### config.mk
export PLATFORM = sky130hd
export DESIGN_NAME = rld_lane_distributor
export DESIGN_NICKNAME = d
export VERILOG_FILES = /design/src/rtl/rld_pkg.sv /design/src/rtl/rld_marker_ctr.sv /design/src/rtl/rld_frame_track.sv /design/src/rtl/rld_oh_insert.sv /design/src/rtl/rld_lane_regs.sv /design/src/rtl/rld_lane_distributor.sv
export SDC_FILE = /design/constraint.sdc
export NUM_CORES = 1
export LEC_CHECK = 0
export ABC_AREA = 1
export BUFFER_PORTS_ARGS = -buffer_cell sky130_fd_sc_hd__buf_2
export CAP_MARGIN = 0
export CORE_MARGIN = 4
export CORE_UTILIZATION = 45
export CTS_CLUSTER_DIAMETER = 40
export DETAILED_ROUTE_END_ITERATION = 10
export PLACE_DENSITY = 0.77
export SETUP_SLACK_MARGIN = 0.15
export SLEW_MARGIN = 0
export SYNTH_ARGS = -nofsm -noshare
export SYNTH_HDL_FRONTEND = slang
export SYNTH_SLANG_ARGS = --single-unit
### constraint.sdc
create_clock -name clk -period 3.6 [get_ports clk]
set_input_delay 0.36 -clock clk [delete_from_list [all_inputs] [get_ports clk]]
set_output_delay 0.36 -clock clk [all_outputs]
set_load 0.03 [all_outputs]
### src/rtl/rld_pkg.sv
package rld_pkg;

  localparam int BYTE_W = 8;

  // Lane that owns a given block of a frame, computed directly from the
  // marker value rather than from the running lane pointer.
  function automatic int lane_for(input int marker, input int blk, input int lanes);
    return ((marker % lanes) + (blk % lanes)) % lanes;
  endfunction

endpackage

### src/rtl/rld_marker_ctr.sv
module rld_marker_ctr #(
  parameter int LANES    = 20,
  parameter int MARK_CNT = 240,
  parameter int MFAS_W   = 8,
  parameter int MARK_W   = $clog2(MARK_CNT),
  parameter int LANE_W   = $clog2(LANES)
) (
  input  logic              clk,
  input  logic              rst_n,
  input  logic              adv,
  output logic [MARK_W-1:0] mark,
  output logic [LANE_W-1:0] mark_base,
  output logic [MFAS_W-1:0] mfas
);

  localparam logic [MARK_W-1:0] MARK_LAST = MARK_W'(MARK_CNT - 1);
  localparam logic [LANE_W-1:0] BASE_LAST = LANE_W'(LANES - 1);

  always_ff @(posedge clk or negedge rst_n) begin
    if (!rst_n) begin
      mark      <= '0;
      mark_base <= '0;
      mfas      <= '0;
    end else if (adv) begin
      mark      <= (mark == MARK_LAST) ? '0 : mark + 1'b1;
      mark_base <= (mark_base == BASE_LAST) ? '0 : mark_base + 1'b1;
      mfas      <= mfas + 1'b1;
    end
  end


  mark_range_chk: assert property (@(posedge clk) disable iff (!rst_n)
    int'(mark) < MARK_CNT);


  mark_step_chk: assert property (@(posedge clk) disable iff (!rst_n)
    adv |=> (mark == (($past(mark) == MARK_LAST) ? '0 : $past(mark) + 1'b1)));


  mfas_step_chk: assert property (@(posedge clk) disable iff (!rst_n)
    adv |=> (mfas == $past(mfas) + 1'b1));


  base_mod_chk: assert property (@(posedge clk) disable iff (!rst_n)
    int'(mark_base) == int'(mark) % LANES);

endmodule

### src/rtl/rld_frame_track.sv
module rld_frame_track #(
  parameter int LANES     = 20,
  parameter int BLK_BYTES = 16,
  parameter int FRAME_LEN = 16320,
  parameter int POS_W     = $clog2(FRAME_LEN),
  parameter int LANE_W    = $clog2(LANES)
) (
  input  logic              clk,
  input  logic              rst_n,
  input  logic              in_valid,
  input  logic              in_sof,
  input  logic [LANE_W-1:0] lane_base,
  output logic              acc,
  output logic              in_frame,
  output logic [POS_W-1:0]  cur_pos,
  output logic [LANE_W-1:0] cur_lane,
  output logic              frame_done
);

  localparam int BO_W = (BLK_BYTES > 1) ? $clog2(BLK_BYTES) : 1;
  localparam logic [POS_W-1:0]  LAST_POS  = POS_W'(FRAME_LEN - 1);
  localparam logic [BO_W-1:0]   LAST_BO   = BO_W'(BLK_BYTES - 1);
  localparam logic [LANE_W-1:0] LAST_LANE = LANE_W'(LANES - 1);

  logic              start;
  logic [POS_W-1:0]  pos_q;
  logic [BO_W-1:0]   boff_q;
  logic [BO_W-1:0]   cur_boff;
  logic [LANE_W-1:0] lane_q;

  always_comb begin
    start      = in_valid & in_sof;
    acc        = in_valid & (in_sof | in_frame);
    cur_pos    = start ? '0 : pos_q;
    cur_boff   = start ? '0 : boff_q;
    cur_lane   = start ? lane_base : lane_q;
    frame_done = acc & (cur_pos == LAST_POS);
  end

  always_ff @(posedge clk or negedge rst_n) begin
    if (!rst_n) begin
      in_frame <= 1'b0;
      pos_q    <= '0;
      boff_q   <= '0;
      lane_q   <= '0;
    end else if (acc) begin
      if (frame_done) begin
        in_frame <= 1'b0;
        pos_q    <= '0;
        boff_q   <= '0;
        lane_q   <= '0;
      end else begin
        in_frame <= 1'b1;
        pos_q    <= cur_pos + 1'b1;
        if (cur_boff == LAST_BO) begin
          boff_q <= '0;
          lane_q <= (cur_lane == LAST_LANE) ? '0 : cur_lane + 1'b1;
        end else begin
          boff_q <= cur_boff + 1'b1;
          lane_q <= cur_lane;
        end
      end
    end
  end


  first_byte_chk: assert property (@(posedge clk) disable iff (!rst_n)
    (acc && !in_frame) |-> in_sof);

endmodule

### src/rtl/rld_oh_insert.sv
module rld_oh_insert #(
  parameter int POS_W    = 14,
  parameter int MARK_W   = 8,
  parameter int MFAS_W   = 8,
  parameter int MARK_POS = 5,
  parameter int MFAS_POS = 6
) (
  input  logic [POS_W-1:0]         cur_pos,
  input  logic [MARK_W-1:0]        mark,
  input  logic [MFAS_W-1:0]        mfas,
  input  logic [rld_pkg::BYTE_W-1:0] in_byte,
  output logic [rld_pkg::BYTE_W-1:0] out_byte
);

  localparam int BW = rld_pkg::BYTE_W;

  always_comb begin
    if (cur_pos == POS_W'(MARK_POS))      out_byte = BW'(mark);
    else if (cur_pos == POS_W'(MFAS_POS)) out_byte = BW'(mfas);
    else                                  out_byte = in_byte;
  end

endmodule

### src/rtl/rld_lane_regs.sv
module rld_lane_regs #(
  parameter int LANES  = 20,
  parameter int LANE_W = $clog2(LANES)
) (
  input  logic                             clk,
  input  logic                             rst_n,
  input  logic                             acc,
  input  logic [LANE_W-1:0]                cur_lane,
  input  logic [rld_pkg::BYTE_W-1:0]       byte_in,
  output logic [LANES*rld_pkg::BYTE_W-1:0] lane_data,
  output logic [LANES-1:0]                 lane_vld
);

  localparam int BW = rld_pkg::BYTE_W;

  for (genvar l = 0; l < LANES; l++) begin : g_lane
    logic          hit;
    logic          vld_q;
    logic [BW-1:0] data_q;

    assign hit = acc && (cur_lane == LANE_W'(l));

    always_ff @(posedge clk or negedge rst_n) begin
      if (!rst_n) begin
        vld_q  <= 1'b0;
        data_q <= '0;
      end else begin
        vld_q <= hit;
        if (hit) data_q <= byte_in;
      end
    end

    assign lane_vld[l]            = vld_q;
    assign lane_data[l*BW +: BW]  = data_q;
  end


  one_lane_chk: assert property (@(posedge clk) disable iff (!rst_n)
    $onehot0(lane_vld));


  strobe_follow_chk: assert property (@(posedge clk) disable iff (!rst_n)
    acc |=> ($countones(lane_vld) == 1));

endmodule

### src/rtl/rld_lane_distributor.sv
module rld_lane_distributor #(
  parameter int LANES     = 20,
  parameter int BLK_BYTES = 16,
  parameter int FRAME_LEN = 16320,
  parameter int MARK_CNT  = 240,
  parameter int MFAS_W    = 8,
  parameter int MARK_POS  = 5,
  parameter int MFAS_POS  = 6
) (
  input  logic                   clk,
  input  logic                   rst_n,
  input  logic                   in_valid,
  input  logic                   in_sof,
  input  logic [7:0]             in_data,
  output logic [LANES*8-1:0]     lane_data,
  output logic [LANES-1:0]       lane_vld
);

  localparam int POS_W  = $clog2(FRAME_LEN);
  localparam int LANE_W = $clog2(LANES);
  localparam int MARK_W = $clog2(MARK_CNT);

  logic              acc;
  logic              in_frame;
  logic              frame_done;
  logic [POS_W-1:0]  cur_pos;
  logic [LANE_W-1:0] cur_lane;
  logic [LANE_W-1:0] mark_base;
  logic [MARK_W-1:0] mark;
  logic [MFAS_W-1:0] mfas;
  logic [7:0]        ins_byte;

  rld_marker_ctr #(
    .LANES(LANES), .MARK_CNT(MARK_CNT), .MFAS_W(MFAS_W),
    .MARK_W(MARK_W), .LANE_W(LANE_W)
  ) u_marker (
    .clk(clk), .rst_n(rst_n), .adv(frame_done),
    .mark(mark), .mark_base(mark_base), .mfas(mfas)
  );

  rld_frame_track #(
    .LANES(LANES), .BLK_BYTES(BLK_BYTES), .FRAME_LEN(FRAME_LEN),
    .POS_W(POS_W), .LANE_W(LANE_W)
  ) u_track (
    .clk(clk), .rst_n(rst_n), .in_valid(in_valid), .in_sof(in_sof),
    .lane_base(mark_base), .acc(acc), .in_frame(in_frame),
    .cur_pos(cur_pos), .cur_lane(cur_lane), .frame_done(frame_done)
  );

  rld_oh_insert #(
    .POS_W(POS_W), .MARK_W(MARK_W), .MFAS_W(MFAS_W),
    .MARK_POS(MARK_POS), .MFAS_POS(MFAS_POS)
  ) u_oh (
    .cur_pos(cur_pos), .mark(mark), .mfas(mfas),
    .in_byte(in_data), .out_byte(ins_byte)
  );

  rld_lane_regs #(
    .LANES(LANES), .LANE_W(LANE_W)
  ) u_lanes (
    .clk(clk), .rst_n(rst_n), .acc(acc), .cur_lane(cur_lane),
    .byte_in(ins_byte), .lane_data(lane_data), .lane_vld(lane_vld)
  );


  lane_map_chk: assert property (@(posedge clk) disable iff (!rst_n)
    acc |-> (int'(cur_lane) ==
             rld_pkg::lane_for(int'(mark), int'(cur_pos) / BLK_BYTES, LANES)));


  idle_quiet_chk: assert property (@(posedge clk) disable iff (!rst_n)
    !in_valid |=> (lane_vld == '0));


  restart_keep_chk: assert property (@(posedge clk) disable iff (!rst_n)
    (in_valid && in_sof && in_frame) |=> ($stable(mark) && $stable(mfas)));

endmodule

After elaboration in Yosys (flattened, before gate mapping). Index checks and enable logic that the tools add are counted. Widths: inputs -> output; s select.

Flip-flop bits (word level): 225. Input port bits: 12. Output and inout port bits: 180. Word-level logic and storage cells: 117.

$add $sub $neg: 6. Equal/unequal tests: 25. Multiplexer cells: 14. Bitwise logic cells: 4. Reduce and logical (&&, ||, !) cells: 21.

Operator list (number): $eq 5x4->1 const B (8); $eq 14x3->1 const B (2); $mux 14 (2); $eq 5x5->1 const B (5); $mux 5 (5); $mux 8 (3); $eq 5x3->1 const B (4); $logic_and 1x1->1 (20); $add 8x1->8 const B (2); $add 14x1->14 const B (1); $eq 14x14->1 const B (1); $mux 4 (3); $add 5x1->5 const B (2); $eq 5x2->1 const B (2); $eq 8x8->1 const B (1); $eq 5x1->1 const B (1); $logic_not 5->1 (1); $add 4x1->4 const B (1); $eq 4x4->1 const B (1); $and 1x1->1 (3); $mux 1 (1); $or 1x1->1 (1).

Depth between registers and ports, before layout.
Word-level depth: 6. Gate-level depth with buffers: 15. Depth with buffers taken out: 12.

By module. A second synthesis with hierarchy kept.

Cell total of the unflattened synthesis: 1230. Area, all modules: 10457.5 µm².

Modules (own cells, without submodules): rld_lane_regs (instances 1, cells each 798, area an instance 7307.0 µm², sequential area each 4504.3 µm²); rld_frame_track (instances 1, cells each 232, area an instance 1686.6 µm², sequential area each 600.6 µm²); rld_marker_ctr (instances 1, cells each 124, area an instance 1041.0 µm², sequential area each 525.5 µm²); rld_oh_insert (instances 1, cells each 76, area an instance 422.9 µm², sequential area each 0.0 µm²).

Worst setup path after synthesis. No wires, ideal clock.

Kind: input-to-reg. Start: input in_valid. End: register u_track.pos_q[0]. Setup time: 0.135 ns. Arrival: 2.031 ns. Required time: 3.465 ns. Path slack: 1.434 ns. Stages: 11. Buffers on the path: 2. Cell sequence: nand2_2 buf_6 inv_2 nor2_1 ha_1 inv_1 nor3_2 nand2_1 nand2_2 buf_2 o22ai_1.

Longest elaborated chain between the ends: 5. Elaborated cells between the ends (all ways): 7. Those cells by class: add/sub: 1; eq/ne: 1; mux: 2; bitwise: 3.

Ends and longest elaborated chain: start: declaration (line rld_lane_distributor.sv:12) `input logic in_valid,`; branches (longest 5 deep; another with $add 14x1->14); end signal: assignment (line rld_frame_track.sv:54) `pos_q <= cur_pos + 1'b1;`; end: declaration (line rld_frame_track.sv:26) `logic [POS_W-1:0] pos_q;`.

Several ways; the timed one is not identified. A chain may end at the register's enable or synchronous reset.

Worst setup path after layout.
Start: register u_track.pos_q[0]. End: register u_lanes.g_lane[13].data_q[6].

Longest elaborated chain between the ends: 4. Elaborated cells between the ends (all ways): 5. Those cells by class: eq/ne: 2; mux: 3.

Ends and longest elaborated chain: $mux 14 * (line rld_frame_track.sv:34) `cur_pos = start ? '0 : pos_q;`; $eq 14x3->1 (line rld_oh_insert.sv:19) `else if (cur_pos == POS_W'(MFAS_POS)) out_byte = BW'(mfas);`; $mux 8 (line rld_oh_insert.sv:19); $mux 8 * (line rld_oh_insert.sv:18) `if (cur_pos == POS_W'(MARK_POS)) out_byte = BW'(mark);`; end signal: assignment (line rld_lane_regs.sv:29) `if (hit) data_q <= byte_in;`; end: declaration (line rld_lane_regs.sv:19) `logic [BW-1:0] data_q;`.

Every way passes the cells marked *; elsewhere a longest branch is shown, timed or not.

==> flow_metrics.tcl <==
set metrics [dict create \
    grt_pass1_vias 8896 \
    grt_pass1_wl_um 48000 \
    final_nets 1380 \
    synth_cells 1177 \
    path_max_fanout 20 \
    synth_top_area_frac 0.550 \
    syn_nets 1200 \
    synth_xor_area_frac 0.0197 \
    num_rows 54 \
    synthesis.area_um2 10200 \
    crit_type "register to register" \
    first_pass_iters 7 \
    tightest_slew_ns 0.998 \
    core_um2 22100 \
    period_share 0.734 \
    setup_viol 0 \
    chipWidth_um 159 \
    hold_class "input port to register" \
    area.growth.synth_to_final_pct 22.5 \
    synth_mux_area_frac 0 \
    cts_root_buf "clkbuf_16" \
    yosysTopAreaCell "dfrtp_1" \
    drc 0 \
    synth_commonest_cells "nand2_1 (443), dfrtp_1 (225), nand3_1 (210)" \
    fin_crit_ns 2.64 \
    maxCapViolations 0 \
    cp-start-kind "register" \
    finalHoldViolCount 0 \
    detail-route-antenna-nets 0 \
    drt_iter0_markers 626 \
    drt-total-wl_um 29800 \
    max_slew_margin 0.333 \
    ir_drop_mv 0.337 \
    gr-total-overflow 0 \
    ys_warn_count 0 \
    max_freq_mhz 378 \
    antenna_found_initial 0 \
    maxSlewViolCount 0 \
    cp_cell_sequence "inv_1, nor2_1, ha_1, nand4_1, nor2_1, nand2_1, inv_2, nand2_1, nand3_1, nand2_1" \
    dpl_cell_area_um2 11300 \
    slowest_stage "nand2_1" \
    power.total_uw 9590 \
    holdWs_ns 0.378 \
    track_usage 0.232 \
    synth.most_common_cell "nand2_1" \
    initial_core_util 0.464 \
    place_hpwl_um 19700 \
    diodes 0 \
    cp_data_arrival_time_ns 3.02 \
    crit_top_cell "nand2_1" \
    yosysSeqAreaShare 0.550 \
    io_pins 192 \
    die_h_um 159 \
    cp.required_ns 3.98 \
    power_density_nw_per_um2 764 \
    synth_seq_cells 225 \
    p_leak_uw 0.00689 \
    clk_latency_ns 0.51 \
    die_area_um2 25200 \
    clock_path_buffers 3 \
    portBuffers 191 \
    cts_max_level 2 \
    finClkSkew_ns 0.0248 \
    critPathMaxStageDelay_ns 0.60 \
    synth-simple-area-share 0.323 \
    gp_congestion 0.884 \
    fin_area_um2 12500 \
    synth_fa_ha_area_frac 0.0134 \
    synth_enable_flop_cells 0 \
    fin_setup_tns_ns 0 \
    cts.sinks 225 \
    syn_avg_cell_area_um2 8.70 \
    path_clk_slew_ns 0.06 \
    viasPerCell 5.43 \
    routedWlPerCell_um 17.9 \
    synth_cell_type_count 33 \
    synth_ff_type "dfrtp_1" \
    ys_async_sr_fraction 1.00 \
    crit_path_end_kind "register" \
    cts_tree "built" \
    grt_start_max_net_pins 102 \
    rsz0062_at_grt "false" \
    layout-drive-gt1-share 0.240 \
    cts_resized 0 \
    vias 9027 \
    status "completed" \
    numCtsBuffers 34 \
    synth_top_family_by_area "simple AND/OR/NAND/NOR gates" \
    synthTopCellsByArea "dfrtp_1 (55%), nand2_1 (16%), nand3_1 (10%)" \
    synth_compound_area_frac 0.0310 \
]
sequential cells by signal, summed over array words and instances (netlist names):
register               flops
u_marker.mark_base         5
u_lanes.g_lane.vld_q      20
u_track.pos_q             14
u_lanes.g_lane.data_q    160
u_marker.mark              8
u_marker.mfas              8
u_track.in_frame           1
u_track.lane_q             5
u_track.boff_q             4
per-layer routing:
| layer | vias to the layer above | GRT usage | part of all wire |
|---|---|---|---|
| met5 | - | 0 | 0 |
| met3 | 79 | 0.0397 | 0.078 |
| met4 | 0 | 0.108 | 0.042 |
| li1 | 4134 | - | - |
| met2 | 476 | 0.393 | 0.49 |
| met1 | 4338 | 0.292 | 0.39 |
final cells by class:
type | instances | area (um2)
sequential | 225 | 5630
tap | 280 | 350
fill | 1900 | 9550
inverter | 68 | 255
timing repair buffer | 207 | 1100
clock inverter | 17 | 270
clock buffer | 44 | 970
multi-input combinational | 821 | 3970
cell usage in the layout, fill, tap and decap left out, types with 7 or more instances in the layout:
cell,count
inv_2,18
nand3_1,210
nand2_1,443
o21ai_2,11
buf_4,14
buf_2,190
ha_1,11
dfrtp_1,225
nand2_2,7
xnor2_1,9
xor2_1,14
o21ai_1,8
o21ai_0,22
nor2_1,33
o22ai_1,8
clkbuf_16,35
inv_1,50
nor2_4,20
metrics by stage:
step / std cells / worst slack [ns] / util
2_1_floorplan: 1177 / 1.43 / -
3_3_place_gp: 1600 / 0.805 / 0.511
3_5_place_dp: 1600 / 0.675 / 0.511
4_1_cts: 1662 / 1.05 / 0.568
5_1_grt: 1662 / 0.847 / 0.568
6_report: 1662 / 0.958 / 0.568
critical path, delay by kind of cell (launching register included):
kind,cells,cell delay [ns]
AND/OR/NAND/NOR,7,1.73
flip-flops,1,0.35
buffers and inverters,2,0.24
adder cells (fa/ha/maj),1,0.20
path summary, 6_finish.rpt:
| check | from | end | slack [ns] | cells after the start |
|---|---|---|---|---|
| setup / recovery | u_track.pos_q[0] | u_lanes.g_lane[13].data_q[6] | 0.96 | 10 |
| hold / removal | in_valid | u_track.pos_q[2] | 0.38 | 4 |
| setup reg to reg | u_track.pos_q[0] | u_lanes.g_lane[13].data_q[6] | 0.96 | 10 |
| hold reg to reg | u_lanes.g_lane[7].data_q[0] | u_lanes.g_lane[7].data_q[0] | 0.48 | 2 |
| max in group asynchronous | rst_n | u_lanes.g_lane[1].data_q[5] | 2.18 | 3 |
| min in group asynchronous | rst_n | u_lanes.g_lane[3].data_q[0] | 0.49 | 2 |
where the power goes:
| group | internal (uW) | total, uW | switching, uW |
|---|---|---|---|
| Clock | 2290 | 3510 | 1220 |
| Combinational | 685 | 2640 | 1960 |
| Sequential | 3070 | 3440 | 371 |
| Total | 6040 | 9590 | 3550 |
timing repair:
action	CTS	global route
setup buffers	0	0
hold buffers	1	0
hold endpoints to repair	98	0
logic make-up after synthesis:
| kind of cell | count (synthesis) |
|---|---|
| and+or+nand+nor | 736 |
| DFF | 225 |
| buffers and inverters | 131 |
| AOI/OAI and AO/OA | 51 |
| xor gates and xnor gates | 23 |
| adders and majority gates | 11 |
Power figures use the tool's default switching activity.
